## src/rtl/irq_svc_pkg.sv

```systemverilog
// Package: shared constants and message packing helpers for the
// interrupt servicing engine. Field widths here are fixed by the
// message format; the pin count is a parameter of the top.
package irq_svc_pkg;

    localparam int VEC_W  = 8;
    localparam int DLV_W  = 3;
    localparam int DEST_W = 16;

    localparam logic [31:0] MSG_BASE = 32'hFEE0_0000;

    // Build the message address from destination and destination mode.
    function automatic logic [31:0] pack_addr(input logic [DEST_W-1:0] dest,
                                              input logic dmode);
        return MSG_BASE | {12'd0, dest, 4'd0} | {29'd0, dmode, 2'd0};
    endfunction

    // Build the message data word from vector, delivery mode and trigger.
    function automatic logic [31:0] pack_data(input logic [VEC_W-1:0] vec,
                                              input logic [DLV_W-1:0] dlv,
                                              input logic trig);
        return {16'd0, trig, 4'd0, dlv, vec};
    endfunction

endpackage

```

## src/rtl/irq_in_stage.sv

```systemverilog
// Input stage: routes the input wires onto pins (one input is aliased
// onto another pin), detects rising transitions against the previous
// sample and holds the per-pin pending bits.
// Assumes: inputs are already synchronous to clk; clr_pend only marks
// edge-mode pins that were just loaded into the message slot.
module irq_in_stage #(
    parameter int NUM_PINS  = 24,
    parameter int REMAP_SRC = 0,
    parameter int REMAP_DST = 2
) (
    input  logic                clk,
    input  logic                rst_n,
    input  logic [NUM_PINS-1:0] irq_in,
    input  logic [NUM_PINS-1:0] cfg_mask,
    input  logic [NUM_PINS-1:0] cfg_level,
    input  logic [NUM_PINS-1:0] clr_pend,
    output logic [NUM_PINS-1:0] pend
);

    logic [NUM_PINS-1:0] src;
    logic [NUM_PINS-1:0] src_q;
    logic [NUM_PINS-1:0] rise;
    logic [NUM_PINS-1:0] pend_nxt;

    // Map input wires onto pins, with the aliased input folded in.
    for (genvar p = 0; p < NUM_PINS; p++) begin : g_route
        if (p == REMAP_DST) begin : g_dst
            assign src[p] = irq_in[p] | irq_in[REMAP_SRC];
        end else if (p == REMAP_SRC) begin : g_src
            assign src[p] = 1'b0;
        end else begin : g_plain
            assign src[p] = irq_in[p];
        end
    end

    // Rising transitions relative to the previous sample.
    assign rise = src & ~src_q;

    // Next pending: level pins track input, edge pins latch unmasked rises.
    always_comb begin
        for (int p = 0; p < NUM_PINS; p++) begin
            if (cfg_level[p]) begin
                pend_nxt[p] = src[p];
            end else begin
                pend_nxt[p] = (pend[p] & ~clr_pend[p]) | (rise[p] & ~cfg_mask[p]);
            end
        end
    end

    // Register the previous sample and the pending vector.
    always_ff @(posedge clk) begin
        if (!rst_n) begin
            src_q <= '0;
            pend  <= '0;
        end else begin
            src_q <= src;
            pend  <= pend_nxt;
        end
    end


    masked_edge_no_pend_chk: assert property (@(posedge clk) disable iff (!rst_n)
        ((pend & ~$past(pend) & ~$past(cfg_level)) & $past(cfg_mask)) == '0);

endmodule

```

## src/rtl/irq_remote_track.sv

```systemverilog
// Remote-pending tracker: one flag per pin. A flag is set when a level
// interrupt is loaded for delivery, cleared by an end-of-interrupt that
// carries the pin's vector, and forced clear while the pin is edge-mode.
// Assumes: set_rp marks only level-mode pins.
module irq_remote_track #(
    parameter int NUM_PINS = 24,
    parameter int VEC_W    = 8
) (
    input  logic                      clk,
    input  logic                      rst_n,
    input  logic [NUM_PINS-1:0]       cfg_level,
    input  logic [NUM_PINS*VEC_W-1:0] cfg_vector,
    input  logic                      eoi_valid,
    input  logic [VEC_W-1:0]          eoi_vector,
    input  logic [NUM_PINS-1:0]       set_rp,
    output logic [NUM_PINS-1:0]       rpend
);

    logic [NUM_PINS-1:0] eoi_hit;

    // Per-pin vector compare against the end-of-interrupt vector.
    for (genvar p = 0; p < NUM_PINS; p++) begin : g_match
        assign eoi_hit[p] = eoi_valid & rpend[p] &
                            (cfg_vector[p*VEC_W +: VEC_W] == eoi_vector);
    end

    // Update flags: a fresh delivery wins over a same-cycle clear.
    always_ff @(posedge clk) begin
        if (!rst_n) begin
            rpend <= '0;
        end else begin
            rpend <= ((rpend & ~eoi_hit) | set_rp) & cfg_level;
        end
    end


    rpend_edge_clear_chk: assert property (@(posedge clk) disable iff (!rst_n)
        (rpend & ~$past(cfg_level)) == '0);

endmodule

```

## src/rtl/irq_pick.sv

```systemverilog
// Picker: finds the lowest-numbered pin that is pending, unmasked and
// not blocked by its remote-pending flag, and loads its message into a
// one-deep output slot when the slot is free or being drained.
// Assumes: the downstream follows valid/ready; the slot holds while stalled.
module irq_pick #(
    parameter int NUM_PINS = 24
) (
    input  logic                                     clk,
    input  logic                                     rst_n,
    input  logic [NUM_PINS-1:0]                      pend,
    input  logic [NUM_PINS-1:0]                      cfg_mask,
    input  logic [NUM_PINS-1:0]                      cfg_level,
    input  logic [NUM_PINS-1:0]                      rpend,
    input  logic [NUM_PINS*irq_svc_pkg::VEC_W-1:0]   cfg_vector,
    input  logic [NUM_PINS*irq_svc_pkg::DLV_W-1:0]   cfg_dlv,
    input  logic [NUM_PINS-1:0]                      cfg_dmode,
    input  logic [NUM_PINS*irq_svc_pkg::DEST_W-1:0]  cfg_dest,
    input  logic                                     msg_ready,
    output logic                                     msg_valid,
    output logic [31:0]                              msg_addr,
    output logic [31:0]                              msg_data,
    output logic [NUM_PINS-1:0]                      grant,
    output logic                                     load_fire
);
    import irq_svc_pkg::*;

    localparam int IDX_W = (NUM_PINS > 1) ? $clog2(NUM_PINS) : 1;

    logic [NUM_PINS-1:0] elig;
    logic [IDX_W-1:0]    sel;
    logic                found;
    logic                slot_free;

    // Pins allowed to deliver this cycle.
    assign elig = pend & ~cfg_mask & ~(cfg_level & rpend);

    // Lowest eligible index wins.
    always_comb begin
        sel   = '0;
        found = 1'b0;
        for (int i = NUM_PINS - 1; i >= 0; i--) begin
            if (elig[i]) begin
                sel   = IDX_W'(i);
                found = 1'b1;
            end
        end
    end

    assign slot_free = !msg_valid || msg_ready;
    assign load_fire = slot_free && found;

    // One-hot grant of the pin being loaded.
    always_comb begin
        grant = '0;
        if (load_fire) begin
            grant[sel] = 1'b1;
        end
    end

    // Output slot: load on grant, drop on acceptance, hold while stalled.
    always_ff @(posedge clk) begin
        if (!rst_n) begin
            msg_valid <= 1'b0;
            msg_addr  <= '0;
            msg_data  <= '0;
        end else if (load_fire) begin
            msg_valid <= 1'b1;
            msg_addr  <= pack_addr(cfg_dest[int'(sel)*DEST_W +: DEST_W], cfg_dmode[sel]);
            msg_data  <= pack_data(cfg_vector[int'(sel)*VEC_W +: VEC_W],
                                   cfg_dlv[int'(sel)*DLV_W +: DLV_W], cfg_level[sel]);
        end else if (msg_ready) begin
            msg_valid <= 1'b0;
        end
    end


    msg_hold_chk: assert property (@(posedge clk) disable iff (!rst_n)
        (msg_valid && !msg_ready) |=> (msg_valid && $stable(msg_addr) && $stable(msg_data)));

endmodule

```

## src/rtl/irq_svc_engine.sv

```systemverilog
// Top: interrupt servicing engine. Joins the input stage, the
// remote-pending tracker and the picker. A loaded edge pin clears its
// pending bit; a loaded level pin raises its remote-pending flag.
// Assumes: NUM_PINS > REMAP_DST and REMAP_SRC; entries are stable
// enough that a change takes effect on the next edge.
module irq_svc_engine #(
    parameter int NUM_PINS  = 24,
    parameter int REMAP_SRC = 0,
    parameter int REMAP_DST = 2
) (
    input  logic                                     clk,
    input  logic                                     rst_n,
    input  logic [NUM_PINS-1:0]                      irq_in,
    input  logic [NUM_PINS-1:0]                      cfg_mask,
    input  logic [NUM_PINS-1:0]                      cfg_level,
    input  logic [NUM_PINS*irq_svc_pkg::VEC_W-1:0]   cfg_vector,
    input  logic [NUM_PINS*irq_svc_pkg::DLV_W-1:0]   cfg_dlv,
    input  logic [NUM_PINS-1:0]                      cfg_dmode,
    input  logic [NUM_PINS*irq_svc_pkg::DEST_W-1:0]  cfg_dest,
    input  logic                                     eoi_valid,
    input  logic [irq_svc_pkg::VEC_W-1:0]            eoi_vector,
    input  logic                                     msg_ready,
    output logic                                     msg_valid,
    output logic [31:0]                              msg_addr,
    output logic [31:0]                              msg_data,
    output logic [NUM_PINS-1:0]                      remote_pend
);
    import irq_svc_pkg::*;

    logic [NUM_PINS-1:0] pend;
    logic [NUM_PINS-1:0] grant;
    logic                load_fire;
    logic [NUM_PINS-1:0] clr_pend;
    logic [NUM_PINS-1:0] set_rp;

    // Split the grant by trigger mode.
    assign clr_pend = grant & ~cfg_level;
    assign set_rp   = grant & cfg_level;

    irq_in_stage #(
        .NUM_PINS  (NUM_PINS),
        .REMAP_SRC (REMAP_SRC),
        .REMAP_DST (REMAP_DST)
    ) u_in (
        .clk       (clk),
        .rst_n     (rst_n),
        .irq_in    (irq_in),
        .cfg_mask  (cfg_mask),
        .cfg_level (cfg_level),
        .clr_pend  (clr_pend),
        .pend      (pend)
    );

    irq_remote_track #(
        .NUM_PINS (NUM_PINS),
        .VEC_W    (VEC_W)
    ) u_rp (
        .clk        (clk),
        .rst_n      (rst_n),
        .cfg_level  (cfg_level),
        .cfg_vector (cfg_vector),
        .eoi_valid  (eoi_valid),
        .eoi_vector (eoi_vector),
        .set_rp     (set_rp),
        .rpend      (remote_pend)
    );

    irq_pick #(
        .NUM_PINS (NUM_PINS)
    ) u_pick (
        .clk        (clk),
        .rst_n      (rst_n),
        .pend       (pend),
        .cfg_mask   (cfg_mask),
        .cfg_level  (cfg_level),
        .rpend      (remote_pend),
        .cfg_vector (cfg_vector),
        .cfg_dlv    (cfg_dlv),
        .cfg_dmode  (cfg_dmode),
        .cfg_dest   (cfg_dest),
        .msg_ready  (msg_ready),
        .msg_valid  (msg_valid),
        .msg_addr   (msg_addr),
        .msg_data   (msg_data),
        .grant      (grant),
        .load_fire  (load_fire)
    );


    rp_set_after_level_load_chk: assert property (@(posedge clk) disable iff (!rst_n)
        (load_fire && |(grant & cfg_level)) |=> |(remote_pend & $past(grant)));


    rp_rise_has_cause_chk: assert property (@(posedge clk) disable iff (!rst_n)
        |(remote_pend & ~$past(remote_pend)) |-> $past(load_fire));


    load_sets_valid_chk: assert property (@(posedge clk) disable iff (!rst_n)
        load_fire |=> msg_valid);

endmodule

```

## config.mk

```make
export PLATFORM = sky130hd
export DESIGN_NAME = irq_svc_engine
export DESIGN_NICKNAME = d
export VERILOG_FILES = /design/src/rtl/irq_svc_pkg.sv /design/src/rtl/irq_in_stage.sv /design/src/rtl/irq_remote_track.sv /design/src/rtl/irq_pick.sv /design/src/rtl/irq_svc_engine.sv
export SDC_FILE = /design/constraint.sdc
export NUM_CORES = 1
export LEC_CHECK = 0
export CAP_MARGIN = 20
export CORE_AREA = 2 2 327 329
export CTS_BUF_LIST = sky130_fd_sc_hd__clkbuf_16
export DETAILED_ROUTE_END_ITERATION = 12
export DIE_AREA = 0 0 329 331
export SLEW_MARGIN = 15
export SYNTH_ARGS = -nofsm -noshare
export SYNTH_HDL_FRONTEND = slang
export SYNTH_SLANG_ARGS = --single-unit
```

## constraint.sdc

```tcl
create_clock -name clk -period 6.76 [get_ports clk]
set_clock_uncertainty 0.05 [all_clocks]
set_input_delay 1.69 -clock clk [delete_from_list [all_inputs] [get_ports clk]]
set_output_delay 1.69 -clock clk [all_outputs]
set_load 0.03 [all_outputs]
```

==> flow_metrics.tcl <==
set metrics [dict create \
    hold_violations 0 \
    fin_setup_tns_ns 0 \
    ir_worst_vdd_uv 124 \
    path_class "in -> reg" \
    vias 17700 \
    grt_pass1_vias 17800 \
    portBuffers 819 \
    synth_area_leaders "dfxtp_1, xor2_1, nand2_1, mux2i_1, o21ai_0" \
    num_io_pins 845 \
    syn_to_final_growth_pct 91.2 \
    cts-root-buf "clkbuf_16" \
    start_util_pct 11.2 \
    critical_path_required_ns 7.00 \
    clk_pin_slew_worst_paths_ns 0.11 \
    grt_pass1_wl_mm 165 \
    overflow 0 \
    layout.cells.non_filler 3855 \
    synth_top_flop_cell "dfxtp_1" \
    max_freq_mhz 159 \
    routed_wl_mm 130 \
    crit_path_frequent_cell "buf_4" \
    startpoint_type "input pin" \
    drt_iter0_markers 1698 \
    synth_cell_types 78 \
    cts_tree "built" \
    synth-seq-area-share_pct 17.4 \
    antenna_found_initial 48 \
    relSlewSlack_pct 19.3 \
    drive_gt1_share_pct 8.15 \
    endpoint_kind "flip-flop" \
    grt_use_total_pct 22.7 \
    htreeDepth 3 \
    finalNetCount 3204 \
    slew_violations 0 \
    cts_inserted_buffers 9 \
    clock_sinks 102 \
    yosys.area.top_type "dfxtp_1" \
    max_stage_delay_ns 0.81 \
    coreArea_um2 105000 \
    ys_async_sr_fraction_pct 0 \
    cts_setup_buffers 0 \
    wire_per_inst_um 33.7 \
    setup_violations 0 \
    grt_max_degree 55 \
    min_period_ns 6.30 \
    gp_congestion 0.956 \
    cp_max_fo 35 \
    ant_nets 0 \
    rows 119 \
    dr.pass1.iters 7 \
    max_cap_viol_count 0 \
    slowest_stage "nor4_1" \
    rsz0062_at_grt "false" \
    synth_top_area_share_pct 17.4 \
    drc 0 \
    post_cts_resized 0 \
    dp_hpwl_mm 110 \
    run_status "finished clean" \
    syn_area_per_cell_um2 7.22 \
    arrival_ns 6.54 \
    placed_cells_incl_taps 3828 \
    power_density_nw_per_um2 179 \
    hold_class "reg -> reg" \
    synthCells 1630 \
    worst_slew_pin_slew_ns 1.18 \
    place_area_um2 22100 \
    finish.instance_area_um2 22500 \
    synth_edf_count 0 \
    crit_chain "clkdlybuf4s50_1 -> nor2b_1 -> a22o_1 -> and2b_1 -> nor3b_1 -> a21bo_4 -> buf_4 -> buf_4 -> mux2i_1 -> o22ai_1 -> a211o_1 -> nor4_1 -> a31oi_1" \
    via_per_inst 4.59 \
    min_period_over_period_pct 93.2 \
    clk_path_buf_depth 2 \
    fp.dieH_um 331 \
    syn_area_um2 11800 \
    holdBufCountCts 0 \
    ys_seq_elements 102 \
    leakagePower_nw 8.01 \
    die_area_um2 109000 \
    die_x_um 329 \
    ys_warn_count 0 \
    clk_latency_ns 0.43 \
]
-- sequential cells by signal, indices dropped and copies added (netlist names) --
register          flops
u_pick.msg_addr      18
u_pick.msg_data      12
u_in.src_q           23
u_rp.rpend           24
u_pick.msg_valid      1
u_in.pend            24
-- worst max-delay path: cells and delay by family --
family / cells / cell delay [ns]
buf+inv: 3 / 1.21
mux: 1 / 0.26
compound gates: 5 / 1.30
simple gates: 4 / 1.98
-- layer usage --
layer	global-route usage [%]	vias up	routed length (um)
met3	3.98	206	9440
met5	0	-	90
met4	7.47	12	4200
met1	26.2	8516	49400
li1	-	7700	-
met2	42.0	1253	66700
-- power breakdown --
group	internal, mW	leakage (nW)	total [mW]	switching [mW]
registers	0.666	0.843	0.713	0.0474
clock network	0.299	0.156	0.660	0.362
logic	1.06	7.02	2.66	1.60
-- through the flow --
| stage | util [%] | hold WS [ns] | power (mW) | worst slack [ns] |
|---|---|---|---|---|
| after global routing | 21.4 | 0.442 | 4.19 | 0.398 |
| after detailed placement | 21.1 | 0.424 | 3.41 | 0.0385 |
| final | 21.4 | 0.441 | 4.03 | 0.460 |
| after CTS | 21.4 | 0.436 | 4.10 | 0.506 |
| after floorplan | - | 0.392 | 1.74 | 2.53 |
| after global placement | 21.1 | 0.412 | 3.40 | -0.252 |
-- synth_stat cells (4+ instances only) --
cell	count
a2111oi_0	17
a211oi_1	5
a21boi_0	23
a21oi_1	67
a221o_1	5
a221oi_1	22
a222oi_1	20
a22o_1	8
a22oi_1	48
a31oi_1	26
a32oi_1	10
and2_1	32
and3_1	6
buf_1	11
buf_2	32
buf_4	37
buf_6	7
clkbuf_1	77
dfxtp_1	102
inv_1	19
mux2_2	4
mux2i_1	62
nand2_1	186
nand3_1	51
nand3b_1	23
nand4_1	6
nor2_1	121
nor2b_1	17
nor3_1	46
nor4_1	30
o211ai_1	6
o21a_1	5
o21ai_0	118
o221a_2	11
o221ai_1	29
o22a_1	7
o22ai_1	48
o31a_1	6
o32ai_1	4
o41ai_1	24
xnor2_1	24
xor2_1	168
-- logic make-up (layout without fill, tap and decap cells) --
kind of cell	Yosys count	in the layout	share of synthesized area (%)
flip-flops	102	102	17.4
other	1	36	0.0319
XOR/XNOR	192	192	14.3
buffers and inverters	183	982	7.81
multiplexers	67	67	5.75
AND/OR/NAND/NOR	538	538	21.6
AO/OA/AOI/OAI	547	547	33.2
-- final cells by class --
class,count,area (um2)
inverters,19,71.3
clock buffers,9,225
multi-input cells,1369,9040
well taps,1391,1740
diodes,11,27.5
flip-flops and latches,102,2040
clock inverters,7,93.8
repair buffers,947,9260
fillers,11600,82500
-- placed cells by master, fill, tap and decap left out, drive strengths merged, types with 26 or more instances in the layout --
cell | netlist | routed
a22oi | 48 | 48
mux2i | 62 | 62
o22ai | 50 | 50
nor2 | 123 | 123
nand2 | 188 | 188
o221ai | 29 | 29
buf | 87 | 131
a31oi | 26 | 26
o21ai | 118 | 118
dfxtp | 102 | 102
nor4 | 30 | 30
xor2 | 168 | 168
nor3 | 48 | 48
nand3 | 51 | 51
a21oi | 67 | 67
and2 | 35 | 35
clkdlybuf4s50 | 0 | 816
-- path summary, 6_finish.rpt --
check / from / to / slack [ns] / cells past startpoint
worst min-delay path: u_in.pend[0]$_SDFF_PP0_ / u_in.pend[0]$_SDFF_PP0_ / 0.44 / 2
worst min register to register: u_in.pend[0]$_SDFF_PP0_ / u_in.pend[0]$_SDFF_PP0_ / 0.44 / 2
worst max register to register: u_in.pend[10]$_SDFF_PN0_ / u_pick.msg_addr[9]$_SDFFE_PN0N_ / 1.83 / 12
worst max-delay path: cfg_mask[10] / u_pick.msg_addr[9]$_SDFFE_PN0N_ / 0.46 / 13
No activity file was read; power rests on OpenSTA's default activity.
